[config.mk]
export PLATFORM = sky130hd
export DESIGN_NAME = pwm_pacer
export DESIGN_NICKNAME = d
export VERILOG_FILES = /design/src/rtl/pwm_pacer_pkg.sv /design/src/rtl/pwm_period_timer.sv /design/src/rtl/pwm_sample_fifo.sv /design/src/rtl/pwm_irq_divider.sv /design/src/rtl/pwm_pacer.sv
export SDC_FILE = /design/constraint.sdc
export NUM_CORES = 1
export LEC_CHECK = 0
export ABC_AREA = 1
export BUFFER_PORTS_ARGS = -buffer_cell sky130_fd_sc_hd__buf_4
export CAP_MARGIN = 10
export CORE_UTILIZATION = 47
export CTS_CLUSTER_SIZE = 16
export DETAILED_ROUTE_END_ITERATION = 8
export PLACE_DENSITY = 0.7
export SETUP_SLACK_MARGIN = 0.5
export SYNTH_ARGS = -nofsm -noshare
export SYNTH_HDL_FRONTEND = slang
export SYNTH_SLANG_ARGS = --single-unit
[constraint.sdc]
create_clock -name clk_i -period 6.1 [get_ports clk_i]
set_input_delay 1.22 -clock clk_i [delete_from_list [all_inputs] [get_ports clk_i]]
set_output_delay 1.22 -clock clk_i [all_outputs]
set_load 0.005 [all_outputs]
[src/rtl/pwm_pacer_pkg.sv]
package pwm_pacer_pkg;
  localparam int SAMPLE_W = 12;
  localparam int IRQ_FIELD_W = 4;
  localparam int IRQ_CNT_W = IRQ_FIELD_W + 1;

  typedef enum logic [1:0] {
    SEL_CTRL   = 2'd0,
    SEL_PERIOD = 2'd1,
    SEL_LEFT   = 2'd2,
    SEL_RIGHT  = 2'd3
  } wr_sel_e;

  // field of 0 selects the maximum count
  function automatic logic [IRQ_CNT_W-1:0] irq_reload(input logic [IRQ_FIELD_W-1:0] f);
    return (f == '0) ? IRQ_CNT_W'(1 << IRQ_FIELD_W) : {1'b0, f};
  endfunction
endpackage

[src/rtl/pwm_period_timer.sv]
module pwm_period_timer #(
  parameter int CYC_W = 12
) (
  input  logic             clk_i,
  input  logic             rst_ni,
  input  logic             period_we_i,
  input  logic [CYC_W-1:0] period_d_i,
  output logic             tick_o
);
  logic [CYC_W-1:0] period_q, cnt_q;

  assign tick_o = (period_q != '0) && (cnt_q == period_q - CYC_W'(1));

  always_ff @(posedge clk_i or negedge rst_ni) begin
    if (!rst_ni) begin
      period_q <= '0;
      cnt_q    <= '0;
    end else if (period_we_i) begin
      period_q <= period_d_i;
      cnt_q    <= '0;
    end else if (tick_o) begin
      cnt_q <= '0;
    end else if (period_q != '0) begin
      cnt_q <= cnt_q + CYC_W'(1);
    end
  end
endmodule

[src/rtl/pwm_sample_fifo.sv]
module pwm_sample_fifo #(
  parameter int W     = 12,
  parameter int DEPTH = 3
) (
  input  logic         clk_i,
  input  logic         rst_ni,
  input  logic         push_i,
  input  logic [W-1:0] data_i,
  input  logic         pop_i,
  output logic [W-1:0] data_o,
  output logic         full_o,
  output logic         empty_o
);
  localparam int PTR_W = (DEPTH > 1) ? $clog2(DEPTH) : 1;
  localparam int CNT_W = $clog2(DEPTH + 1);

  logic [W-1:0]     mem_q [DEPTH];
  logic [PTR_W-1:0] rd_q, wr_q;
  logic [CNT_W-1:0] cnt_q;
  logic             do_push, do_pop;

  assign full_o  = (cnt_q == CNT_W'(DEPTH));
  assign empty_o = (cnt_q == '0);
  assign do_pop  = pop_i && !empty_o;
  assign do_push = push_i && !full_o;

  function automatic logic [PTR_W-1:0] nxt(input logic [PTR_W-1:0] p);
    return (p == PTR_W'(DEPTH - 1)) ? '0 : p + PTR_W'(1);
  endfunction

  always_ff @(posedge clk_i or negedge rst_ni) begin
    if (!rst_ni) begin
      rd_q   <= '0;
      wr_q   <= '0;
      cnt_q  <= '0;
      data_o <= '0;
    end else begin
      if (do_pop) begin
        data_o <= mem_q[rd_q];
        rd_q   <= nxt(rd_q);
      end
      if (do_push) wr_q <= nxt(wr_q);
      if (do_push && !do_pop)      cnt_q <= cnt_q + CNT_W'(1);
      else if (do_pop && !do_push) cnt_q <= cnt_q - CNT_W'(1);
    end
  end

  always_ff @(posedge clk_i) begin
    if (do_push) mem_q[wr_q] <= data_i;
  end
endmodule

[src/rtl/pwm_irq_divider.sv]
module pwm_irq_divider
  import pwm_pacer_pkg::*;
#(
  parameter int NUM_CONS = 2
) (
  input  logic                   clk_i,
  input  logic                   rst_ni,
  input  logic                   tick_i,
  input  logic                   reload_we_i,
  input  logic [IRQ_FIELD_W-1:0] field_i,
  input  logic                   dreq_en_i,
  input  logic [NUM_CONS-1:0]    irq_en_i,
  input  logic                   irq_ack_i,
  output logic                   irq_o,
  output logic                   dreq_o
);
  logic [IRQ_CNT_W-1:0] cnt_q;
  logic [IRQ_CNT_W-1:0] reload_q;
  logic                 expire, raise;

  assign expire = tick_i && !reload_we_i && (cnt_q == IRQ_CNT_W'(1));
  assign raise  = expire && !irq_o && (|irq_en_i);

  always_ff @(posedge clk_i or negedge rst_ni) begin
    if (!rst_ni) begin
      cnt_q    <= irq_reload('0);
      reload_q <= irq_reload('0);
      irq_o    <= 1'b0;
      dreq_o   <= 1'b0;
    end else begin
      if (reload_we_i) begin
        reload_q <= irq_reload(field_i);
        cnt_q    <= irq_reload(field_i);
      end else if (expire) begin
        cnt_q <= reload_q;
      end else if (tick_i) begin
        cnt_q <= cnt_q - IRQ_CNT_W'(1);
      end
      irq_o  <= (irq_o && !irq_ack_i) || raise;
      dreq_o <= raise && dreq_en_i;
    end
  end
endmodule

[src/rtl/pwm_pacer.sv]
module pwm_pacer
  import pwm_pacer_pkg::*;
#(
  parameter int CYC_W      = 12,
  parameter int FIFO_DEPTH = 3,
  parameter int NUM_CONS   = 2,
  parameter int DATA_W     = 16,
  parameter int DREQ_BIT   = 7,
  parameter int FIELD_LSB  = 8
) (
  input  logic                clk_i,
  input  logic                rst_ni,
  input  logic                wr_en_i,
  input  logic [1:0]          wr_sel_i,
  input  logic [DATA_W-1:0]   wr_data_i,
  input  logic                irq_ack_i,
  input  logic [NUM_CONS-1:0] irq_en_i,
  output logic [SAMPLE_W-1:0] sample_l_o,
  output logic [SAMPLE_W-1:0] sample_r_o,
  output logic [1:0]          fifo_full_o,
  output logic [1:0]          fifo_empty_o,
  output logic                irq_o,
  output logic                dreq_o
);
  localparam int NCH = 2;

  logic                dreq_en_q;
  logic                tick;
  logic                ctrl_we, period_we;
  logic [NCH-1:0]      push;
  logic [SAMPLE_W-1:0] pw_val;
  logic [SAMPLE_W-1:0] ch_out [NCH];

  assign ctrl_we   = wr_en_i && (wr_sel_i == SEL_CTRL);
  assign period_we = wr_en_i && (wr_sel_i == SEL_PERIOD);
  assign push[0]   = wr_en_i && (wr_sel_i == SEL_LEFT);
  assign push[1]   = wr_en_i && (wr_sel_i == SEL_RIGHT);
  assign pw_val    = wr_data_i[SAMPLE_W-1:0] - SAMPLE_W'(1);

  always_ff @(posedge clk_i or negedge rst_ni) begin
    if (!rst_ni)      dreq_en_q <= 1'b0;
    else if (ctrl_we) dreq_en_q <= wr_data_i[DREQ_BIT];
  end

  pwm_period_timer #(.CYC_W(CYC_W)) u_timer (
    .clk_i       (clk_i),
    .rst_ni      (rst_ni),
    .period_we_i (period_we),
    .period_d_i  (wr_data_i[CYC_W-1:0]),
    .tick_o      (tick)
  );

  for (genvar c = 0; c < NCH; c++) begin : g_ch
    pwm_sample_fifo #(.W(SAMPLE_W), .DEPTH(FIFO_DEPTH)) u_fifo (
      .clk_i   (clk_i),
      .rst_ni  (rst_ni),
      .push_i  (push[c]),
      .data_i  (pw_val),
      .pop_i   (tick),
      .data_o  (ch_out[c]),
      .full_o  (fifo_full_o[c]),
      .empty_o (fifo_empty_o[c])
    );
  end

  assign sample_l_o = ch_out[0];
  assign sample_r_o = ch_out[1];

  pwm_irq_divider #(.NUM_CONS(NUM_CONS)) u_irq (
    .clk_i       (clk_i),
    .rst_ni      (rst_ni),
    .tick_i      (tick),
    .reload_we_i (ctrl_we),
    .field_i     (wr_data_i[FIELD_LSB +: IRQ_FIELD_W]),
    .dreq_en_i   (dreq_en_q),
    .irq_en_i    (irq_en_i),
    .irq_ack_i   (irq_ack_i),
    .irq_o       (irq_o),
    .dreq_o      (dreq_o)
  );
endmodule

## Word level (Yosys, flattened, before mapping)

Memories as Yosys holds them, arrays and structs flattened. A register that Yosys moved wholly into a read port is not among the register bits.
Cells that the tools add are included.

| word-level totals | value |
|---|---|
| RAM bits | 72 |
| bits in registers | 49 |
| output and inout port bits | 30 |
| bits of input ports | 24 |
| memories kept | 2 |
| word-level logic and storage cells | 100 |

| cells by class | value |
|---|---|
| mux-type cells | 19 |
| eq/ne operators | 11 |
| reductions and logical operators | 43 |
| add/subtract/negate cells | 12 |

Memory list:

| memory | depth | width | read ports | clocked after memory_dff | write ports | line | RTL |
|---|---|---|---|---|---|---|---|
| g_ch[0].u_fifo.mem_q | 3 | 12 | 1 | 1 | 1 | pwm_sample_fifo.sv:17 | `logic [W-1:0] mem_q [DEPTH];` |
| g_ch[1].u_fifo.mem_q | 3 | 12 | 1 | 1 | 1 | pwm_sample_fifo.sv:17 |  |

Operators by type and width:

| kind | count |
|---|---|
| two-way mux 12 bit | 3 |
| subtractor 12 x 1 -> 12 bit, second input constant | 2 |
| two-way mux 5 bit | 4 |
| logical AND 1 bit | 19 |
| == test 2 bit, second input constant | 8 |
| two-way mux 2 bit | 8 |
| zero test 1 bit | 13 |
| adder 12 x 1 -> 12 bit, second input constant | 1 |
| adder 2 x 1 -> 2 bit, second input constant | 6 |
| == test 12 bit | 1 |
| nonzero test 12 bit | 1 |
| zero test 2 bit | 3 |
| nonzero test 3 bit | 2 |
| == test 5 x 1 -> 1 bit, second input constant | 1 |
| subtractor 5 x 1 -> 5 bit, second input constant | 1 |
| zero test 4 bit | 1 |
| two-way mux 1 bit | 4 |
| nonzero test 2 bit | 2 |
| subtractor 2 x 1 -> 2 bit, second input constant | 2 |
| == test 2 x 1 -> 1 bit, second input constant | 1 |
| OR reduction 2 bit | 1 |
| logical OR 1 bit | 1 |

## Logic depth before layout (Yosys ltp)

Gate-level depths: netlist of run 1.

| depth | value |
|---|---|
| depth in word-level cells | 8 |
| mapped depth | 18 |

## By module

From an unflattened synthesis of run 1, not the netlist that was laid out.

| second synthesis, totals | value |
|---|---|
| cells, all modules | 767 |
| area total of the unflattened synthesis | 7060.5 um^2 |

Modules (own cells, without submodules):

| module | instances | area each (um^2) | cells each |
|---|---|---|---|
| pwm_sample_fifo at g_ch[0].u_fifo | 1 | 2112.0 | 181 |
| pwm_sample_fifo at g_ch[1].u_fifo | 1 | 2108.3 | 180 |
| pwm_period_timer | 1 | 1791.7 | 251 |
| pwm_irq_divider | 1 | 703.2 | 88 |
| pwm_pacer | 1 | 345.3 | 67 |

## Worst setup path before layout of run 1

OpenSTA, ideal clock, no wires.

| timing | value |
|---|---|
| path kind | input to register |
| from | input port wr_en_i |
| to | memory g_ch[1].u_fifo.mem_q[0][0], enable pin |
| buffers on the path | 0 |
| arrival | 2.586 ns |
| path slack | 3.115 ns |
| library setup time | 0.399 ns |
| required time | 5.701 ns |
| stages on the path | 4 |
| cell sequence | nand2_1 > nor3_1 > inv_1 > nor3_1 |

| between the ends | value |
|---|---|
| longest elaborated chain between the ends | 4 |

RTL lines:

| item | line | RTL |
|---|---|---|
| from (decl) | pwm_pacer.sv:13 | `input logic wr_en_i,` |
| logical AND 1 bit | pwm_pacer.sv:37 | `assign push[1] = wr_en_i && (wr_sel_i == SEL_RIGHT);` |
| logical AND 1 bit | pwm_sample_fifo.sv:25 | `assign do_push = push_i && !full_o;` |
| net g_ch[1].u_fifo.do_push | pwm_sample_fifo.sv:20 | `logic do_push, do_pop;` |
| two-way mux 1 bit | pwm_sample_fifo.sv:49 | `if (do_push) mem_q[wr_q] <= data_i;` |
| two-way mux 1 bit (not written as such) | pwm_sample_fifo.sv:49 |  |
| to (decl) | pwm_sample_fifo.sv:17 |  |

The timed path passes the listed nets, and every way through them passes these cells.

## Worst setup path in the final report of run 1

| timing | value |
|---|---|
| from | register u_timer.period_q[0] |
| to | register g_ch[0].u_fifo.cnt_q[1] |

| between the ends | value |
|---|---|
| longest elaborated chain between the ends | 7 |

RTL lines:

| item | line | RTL |
|---|---|---|
| from (decl) | pwm_period_timer.sv:10 | `logic [CYC_W-1:0] period_q, cnt_q;` |
| from (signal assigned) | pwm_period_timer.sv:19 | `period_q <= period_d_i;` |
| subtractor 12 x 1 -> 12 bit | pwm_period_timer.sv:12 | `assign tick_o = (period_q != '0) && (cnt_q == period_q - CYC_W'(1));` |
| == test 12 bit | pwm_period_timer.sv:12 |  |
| logical AND 1 bit * | pwm_period_timer.sv:12 |  |
| logical AND 1 bit * | pwm_sample_fifo.sv:24 | `assign do_pop = pop_i && !empty_o;` |
| zero test 1 bit | pwm_sample_fifo.sv:43 | `if (do_push && !do_pop) cnt_q <= cnt_q + CNT_W'(1);` |
| logical AND 1 bit | pwm_sample_fifo.sv:43 |  |
| two-way mux 2 bit or nonzero test 2 bit (tied branches) | - |  |
| to (signal assigned) | pwm_sample_fifo.sv:43 |  |
| to (signal assigned) | pwm_sample_fifo.sv:44 | `else if (do_pop && !do_push) cnt_q <= cnt_q - CNT_W'(1);` |
| to (decl) | pwm_sample_fifo.sv:19 | `logic [CNT_W-1:0] cnt_q;` |

Every way passes the cells marked *; elsewhere a longest branch is shown, timed or not.
A chain may end at the register's enable or synchronous reset.

==> impl_metrics.csv, run 1 <==
group,metric,value,unit
drt,drc,0,
layout,fin_area,7760,um2
place,placed_area,7220,um2
timing,worstMarginPinSlew,1.12,ns
layout,drive_gt1_share,16.7,%
run_status,status,"finished, final reports clean",
synth,syn_nets,700,
global_route,grt_max_degree,74,
flow_run,maxCapViolCount,0,
synth,synth_most_common_cell,"nand2_1",
global_route,grt_pass1_vias,4802,
synth,ys_async_sr_fraction,50.3,%
synth,synth_seq_cells,145,
setup_path,cp_max_fo,24,
timing,relSlewSlack,24.7,%
synth,yosysTopAreaCellShare,32.3,%
drt,avgRoutedWirePerCell,14.6,um
clock_tree,clock_sinks,145,
die,die_x,121,um
place,port_buffers,49,
clock_tree,post_cts_buffers,0,
timing,grt_setup_unrepaired,"no",
place,gp_congestion,0.881,
place,dp_hpwl,9.47,mm
drt,num_vias,4723,
synth,post-synth-top-area-cell,"edfxtp_1",
global_route,grt_remaining_overflow,0,
layout,insertedDiodeCount,0,
synth,synth.avg_cell_area,10.0,um2
synth,syn-cell-area,6700,um2
timing,fin_crit,2.91,ns
die,design.die.area,14700,um2
setup_path,slowest_delay,0.43,ns
clock_tree,cts-htree-levels,4,
synth,ys_types,40,
die,die_height,121,um
clock_tree,path_clk_slew,0.06,ns
hold_path,hp-class,"reg2reg",
setup_path,start_kind,"flip-flop",
setup_path,crit_type,"reg2reg",
clock_tree,clk_path_buf_depth,2,
die,std_cell_rows,43,
synth,syn_inst,669,
timing,skew,0.0106,ns
layout,fin_nets,755,
clock_tree,cts_inserted_buffers,17,
power_and_ir_drop,power_leakage,3.51,nW
power_and_ir_drop,peakVddDrop,0.000201,V
timing,tns,0,ns
global_route,grt_pass1_wl,22.6,mm
clock_tree,clk_latency,0.42,ns
timing,max_freq,343,MHz
synth,synth_top_cells_by_count,"nand2_1, inv_1, edfxtp_1, dfrtp_1, nor2_1",
synth,ys_seq_area_share,59.6,%
die,initial_core_util,48.2,%
drt,wirelength,13.4,mm
timing,setup_viol,0,
clock_tree,clockRootBuffer,"clkbuf_16",
die,core,13900,um2
clock_tree,ctsHoldBuffers,0,
timing,min_period_over_period,47.8,%
clock_tree,cts_tree,"built",
layout,syn_to_final_growth,15.9,%
synth,synth.area.top_cells,"edfxtp_1, dfrtp_1, nand2_1",
die,io-pin-count,54,
setup_path,path_cells,"inv_1, ha_1, nand2_1, inv_1, nor2_1, nand2_1, nor2_1, nand2_1, nor2_1, nand3_1, nor2_4, nand2_2, ha_1, a21oi_1, o21ai_0, xnor2_1",
timing,slew_viol_final,0,
global_route,groute.usage.overall,20.3,%
timing,hold_viol,0,
drt,drt-pass1-iter-count,5,
power_and_ir_drop,power_density,372,nW/um2
synth,synth_edf_count,72,
setup_path,critPathSlowestCell,"ha_1",
global_route,antenna_found_initial,0,
setup_path,cp.required,6.40,ns
drt,via_per_inst,5.15,
synth,synth_ff_type,"edfxtp_1",
drt,ant_nets,0,
clock_tree,ctsResizeCount,0,
drt,drt_iter0_drc,282,
setup_path,end_kind,"flip-flop",
setup_path,arrival,3.21,ns
synth,ys_warn_count,0,
-- flip-flops by register name (all words and copies together), names as in the netlist, 5 cells and up --
name	cells
u_irq.reload_q	5
g_ch.u_fifo.mem_q	72
u_timer.period_q	12
g_ch.u_fifo.data_o	24
u_irq.cnt_q	5
u_timer.cnt_q	12
-- layout make-up --
class                           count  area (um2)
Clock inverter                     11        91.3
Tap cell                          180         225
Sequential cell                   145        3990
Clock buffer                       21         450
Inverter                           82         310
Timing Repair Buffer               54         405
Multi-Input combinational cell    424        2290
Fill cell                        1198        6120
-- worst max-delay path: cells and delay by family (launching register included) --
kind                     cells  cell delay [ns]
XOR/XNOR                     1             0.15
flip-flops                   1             0.41
AO/OA/AOI/OAI                2             0.25
adder cells (fa/ha/maj)      2             0.75
AND/OR/NAND/NOR              9             1.07
buffers and inverters        2             0.16
-- placed cells by master, fill, tap and decap left out, types with 4 or more instances in the layout --
cell / netlist / layout
nand2_1: 134 / 134
inv_1: 78 / 78
edfxtp_1: 72 / 72
dfrtp_1: 71 / 71
buf_4: 4 / 54
nor2_1: 50 / 50
nand3_1: 45 / 45
o21ai_0: 40 / 40
a21oi_1: 22 / 22
xor2_1: 18 / 18
a22o_1: 17 / 17
clkbuf_16: 0 / 17
nand2_2: 13 / 13
nor3_1: 12 / 12
o21ai_1: 11 / 11
xnor2_1: 10 / 10
o21ai_2: 9 / 9
ha_1: 7 / 7
o22ai_1: 6 / 6
clkinv_2: 0 / 5
nor2_2: 4 / 4
nand4_1: 4 / 4
-- stage by stage --
| stage | hold slack (ns) | power, mW | setup slack, ns | util [%] | std cells |
|---|---|---|---|---|---|
| 6_report | 0.477 | 2.89 | 3.19 | 55.9 | 917 |
| 5_1_grt | 0.519 | 3.05 | 2.84 | 55.9 | 917 |
| 4_1_cts | 0.477 | 2.91 | 3.16 | 55.9 | 917 |
| 3_5_place_dp | 0.463 | 1.96 | 2.80 | 52.0 | 885 |
| 3_3_place_gp | 0.456 | 1.93 | 2.81 | 52.0 | 885 |
| 2_1_floorplan | 0.442 | 1.73 | 3.12 | - | 669 |
-- worst paths after layout --
kind | start | endpoint | slack [ns] | depth (start not counted)
worst min register to register | u_irq.reload_q[1] | u_irq.reload_q[1] | 0.48 | 2
worst max-delay path | u_timer.period_q[0] | g_ch[0].u_fifo.cnt_q[1] | 3.19 | 16
worst max register to register | u_timer.period_q[0] | g_ch[0].u_fifo.cnt_q[1] | 3.19 | 16
worst min-delay path | u_irq.reload_q[1] | u_irq.reload_q[1] | 0.48 | 2
min in group asynchronous | rst_ni | g_ch[0].u_fifo.data_o[2] | 0.93 | 1
max in group asynchronous | rst_ni | u_timer.cnt_q[10] | 4.52 | 1
-- kinds of logic after synthesis --
kind of cell / after synthesis / share of synthesized area [%]
buffers and inverters: 100 / 6.24
XOR/XNOR: 28 / 3.66
AO/OA/AOI/OAI: 112 / 10.2
AND/OR/NAND/NOR: 277 / 19.0
flip-flops: 145 / 59.6
adder cells (fa/ha/maj): 7 / 1.31
-- per-layer routing --
metal | vias up | part of all wire, % | wire length [um] | track usage [%]
li1 | 2341 | - | - | -
met2 | 88 | 51 | 6880 | 35.2
met3 | 21 | 3.9 | 524 | 3.85
met4 | 0 | 2.0 | 261 | 9.88
met1 | 2273 | 43 | 5700 | 23.9
met5 | - | 0 | 0 | 0
-- where the power goes --
part	total, mW	internal [mW]	switching, mW
logic	0.638	0.274	0.364
registers	1.30	1.19	0.112
clock network	0.950	0.566	0.384
(Power assumes the default switching activity.)
==> inputs of run 2 (changes only) <==
- ABC_AREA: 1 -> 0
- clock period: 6.1 -> 3 ns (I/O delays scaled with it)
==> run 2 against run 1 <==
  * Synthesized cell count fell by 19%
  * Cell area rose by 9.7%
  * Via count fell by 6.7%
  * First-iteration DRC count rose by 3.9%
  * Non-clock buffer count rose by 37
  * Global-route usage fell by 0.42 points
  * Die area fell by 0.30%
  * Critical path type unchanged
  * Critical endpoint is now g_ch[1].u_fifo.cnt_q[1]
  * Highest routed layer unchanged
==> impl_metrics.csv, run 2 <==
group,metric,value,unit
run_status,status,"finished, final reports clean",
global_route,antenna_found_initial,0,
clock_tree,clockRootBuffer,"clkbuf_16",
timing,slew_viol_final,0,
setup_path,reg2regPathDepth,11,
setup_path,critPathBufInv,0,
synth,syn-cell-area,6680,um2
setup_path,path_cells,"or4_4, a211o_1, a21oi_2, a31o_2, and3_4, nand3_4, or2_4, ha_4, xor2_1, nor2_1, xor2_1",
setup_path,critPathSlowestCell,"or4_4",
timing,skew,0.00956,ns
layout,drive_gt1_share,33.9,%
layout,fin_nets,650,
layout,instances_no_fill,812,
setup_path,arrival,3.06,ns
global_route,groute.usage.overall,19.8,%
synth,synth_edf_count,72,
place,placed_area,7310,um2
global_route,grt_pass1_vias,4408,
timing,max_freq,366,MHz
power_and_ir_drop,peakVddDrop,0.000381,V
drt,drc,0,
die,initial_core_util,48.1,%
drt,avgRoutedWirePerCell,17.1,um
die,die_x,121,um
layout,reg.largest.list,"g_ch.u_fifo.mem_q: 72 flops, g_ch.u_fifo.data_o: 24 flops",
timing,worstMarginPinSlew,1.24,ns
synth,syn_inst,539,
layout,regMostFlops,"g_ch.u_fifo.mem_q",
global_route,grt_remaining_overflow,0,
synth,synthMuxAreaShare,12.1,%
timing,holdWs,0.296,ns
synth,synth_xor_area_share,4.20,%
layout,finish.utilization,61.3,%
timing,tns,0,ns
clock_tree,cts_inserted_buffers,17,
timing,fin_crit,2.73,ns
synth,ys_types,56,
setup_path,crit_path_frequent_cell,"xor2_1",
setup_path,end_kind,"flip-flop",
synth,yosysTopAreaCellShare,32.4,%
layout,layout_common_cells,"buf_4, edfxtp_1, nand2_1, dfrtp_1, o21ai_0",
drt,ant_nets,0,
hold_path,hp-class,"in2async",
synth,synth.avg_cell_area,12.4,um2
clock_tree,clk_path_buf_depth,2,
place,port_buffers,49,
drt,drt_iter0_drc,293,
synth,synth_top_family_by_area,"simple AND/OR/NAND/NOR gates",
timing,setup_viol,0,
die,io-pin-count,54,
layout,layout_commonest_cell,"buf_4",
setup_path,crit_type,"reg2reg",
synth,synthAdderAreaFrac,1.31,%
drt,via_per_inst,5.43,
timing,grt_setup_unrepaired,"yes",
setup_path,cp_max_fo,4,
synth,synth.area.top_cells,"edfxtp_1, dfrtp_1, mux2_4",
setup_path,start_kind,"flip-flop",
clock_tree,clock_sinks,145,
setup_path,cp.required,3.33,ns
power_and_ir_drop,power_density,691,nW/um2
synth,synth_seq_cells,145,
die,core,13900,um2
drt,drt-pass1-iter-count,4,
synth,yosys.area_share.simple,13.0,%
setup_path,r2r_setup_slack,0.27,ns
layout,insertedDiodeCount,0,
timing,hold_viol,0,
layout,syn_to_final_growth,27.5,%
place,gp_congestion,0.819,
timing,fin_ws,0.269,ns
power_and_ir_drop,total_power,5.88,mW
synth,synth_ff_type,"edfxtp_1",
place,pre_cts_slack,0.138,ns
setup_path,crit_family,"simple AND/OR/NAND/NOR gates",
synth,syn_nets,570,
layout,largest_reg_flops,72,
clock_tree,cts-htree-levels,4,
synth,synth_most_common_cell,"edfxtp_1",
layout,fin_area,8510,um2
synth,ys_seq_area_share,59.8,%
drt,num_vias,4407,
drt,wirelength,13.9,mm
synth,ys_async_sr_fraction,50.3,%
clock_tree,cts_tree,"built",
setup_path,r2r_start,"u_timer.period_q[1]",
global_route,grt_pass1_wl,22.0,mm
synth,synth_top_cells_by_count,"edfxtp_1, dfrtp_1, nand2_1, o21ai_0, mux2i_1",
clock_tree,clk_latency,0.42,ns
timing,relSlewSlack,17.0,%
power_and_ir_drop,power_leakage,3.52,nW
die,std_cell_rows,43,
synth,ys_warn_count,0,
synth,post-synth-top-area-cell,"edfxtp_1",
place,dp.cells,752,
clock_tree,path_clk_slew,0.06,ns
die,design.die.area,14700,um2
timing,min_period_over_period,91.0,%
flow_run,maxCapViolCount,0,
synth,synth-compound-area-share,6.41,%
place,dp_hpwl,8.61,mm
setup_path,timing.rr.end,"g_ch[1].u_fifo.cnt_q[1]",
global_route,grt_max_degree,74,
setup_path,slowest_delay,0.56,ns
die,die_height,121,um
[run 2: changes by cell type after synthesis, moves of 20 or more]
cell	change
nor2_1	-27
inv_1	-63
mux2i_1	+29
nand2_1	-66
mux2_4	+20
nand3_1	-26
[run 2: cell type report]
type                    instances  area (um2)
fillers                      1032        5370
multi-input cells             349        2860
clock buffers                  23         468
clock inverters                 9         110
inverters                      15        56.3
flip-flops and latches        145        4000
well taps                     180         225
repair buffers                 91         803
[run 2: power breakdown]
group	leakage, nW	internal (mW)	switching, mW	total [mW]
sequential	1.59	2.36	0.300	2.66
clock	0.274	1.27	0.793	2.06
combinational	1.65	0.650	0.511	1.16
[run 2: worst max path at each step]
stage / startpoint / to / slack [ns] / cells past startpoint
6_report: u_timer.period_q[1] / g_ch[1].u_fifo.cnt_q[1] / 0.27 / 11
5_1_grt: u_timer.period_q[1] / g_ch[1].u_fifo.cnt_q[1] / 0.19 / 11
4_1_cts: u_timer.period_q[5] / g_ch[1].u_fifo.cnt_q[1] / 0.24 / 11
3_5_place_dp: u_timer.period_q[0] / g_ch[1].u_fifo.rd_q[1] / 0.14 / 10
3_3_place_gp: u_timer.period_q[0] / g_ch[0].u_fifo.data_o[4] / 0.20 / 10
2_1_floorplan: u_timer.period_q[0] / g_ch[0].u_fifo.data_o[0] / 0.35 / 11
[run 2: layer usage]
layer	track usage, %	wire (um)	up-vias
li1	-	-	2091
met3	4.79	561	14
met5	0	0	-
met4	7.72	193	0
met1	24.4	5840	2193
met2	33.6	7320	109
[run 2: repair_timing]
item | CTS | global route
gates resized for setup | 34 | 39
hold buffers | 0 | 0
pin swaps | 12 | 17
buffers inserted | 17 | 8
gates cloned | 2 | 1
endpoints found under the setup margin | 50 | 51
endpoints found under the hold margin | 0 | 0
[run 2: logic make-up after synthesis]
logic type | Yosys count
and+or+nand+nor | 172
muxes | 68
xor gates and xnor gates | 32
AOI/OAI and AO/OA | 70
DFF | 145
buffers and inverters | 45
adders and majority gates | 7
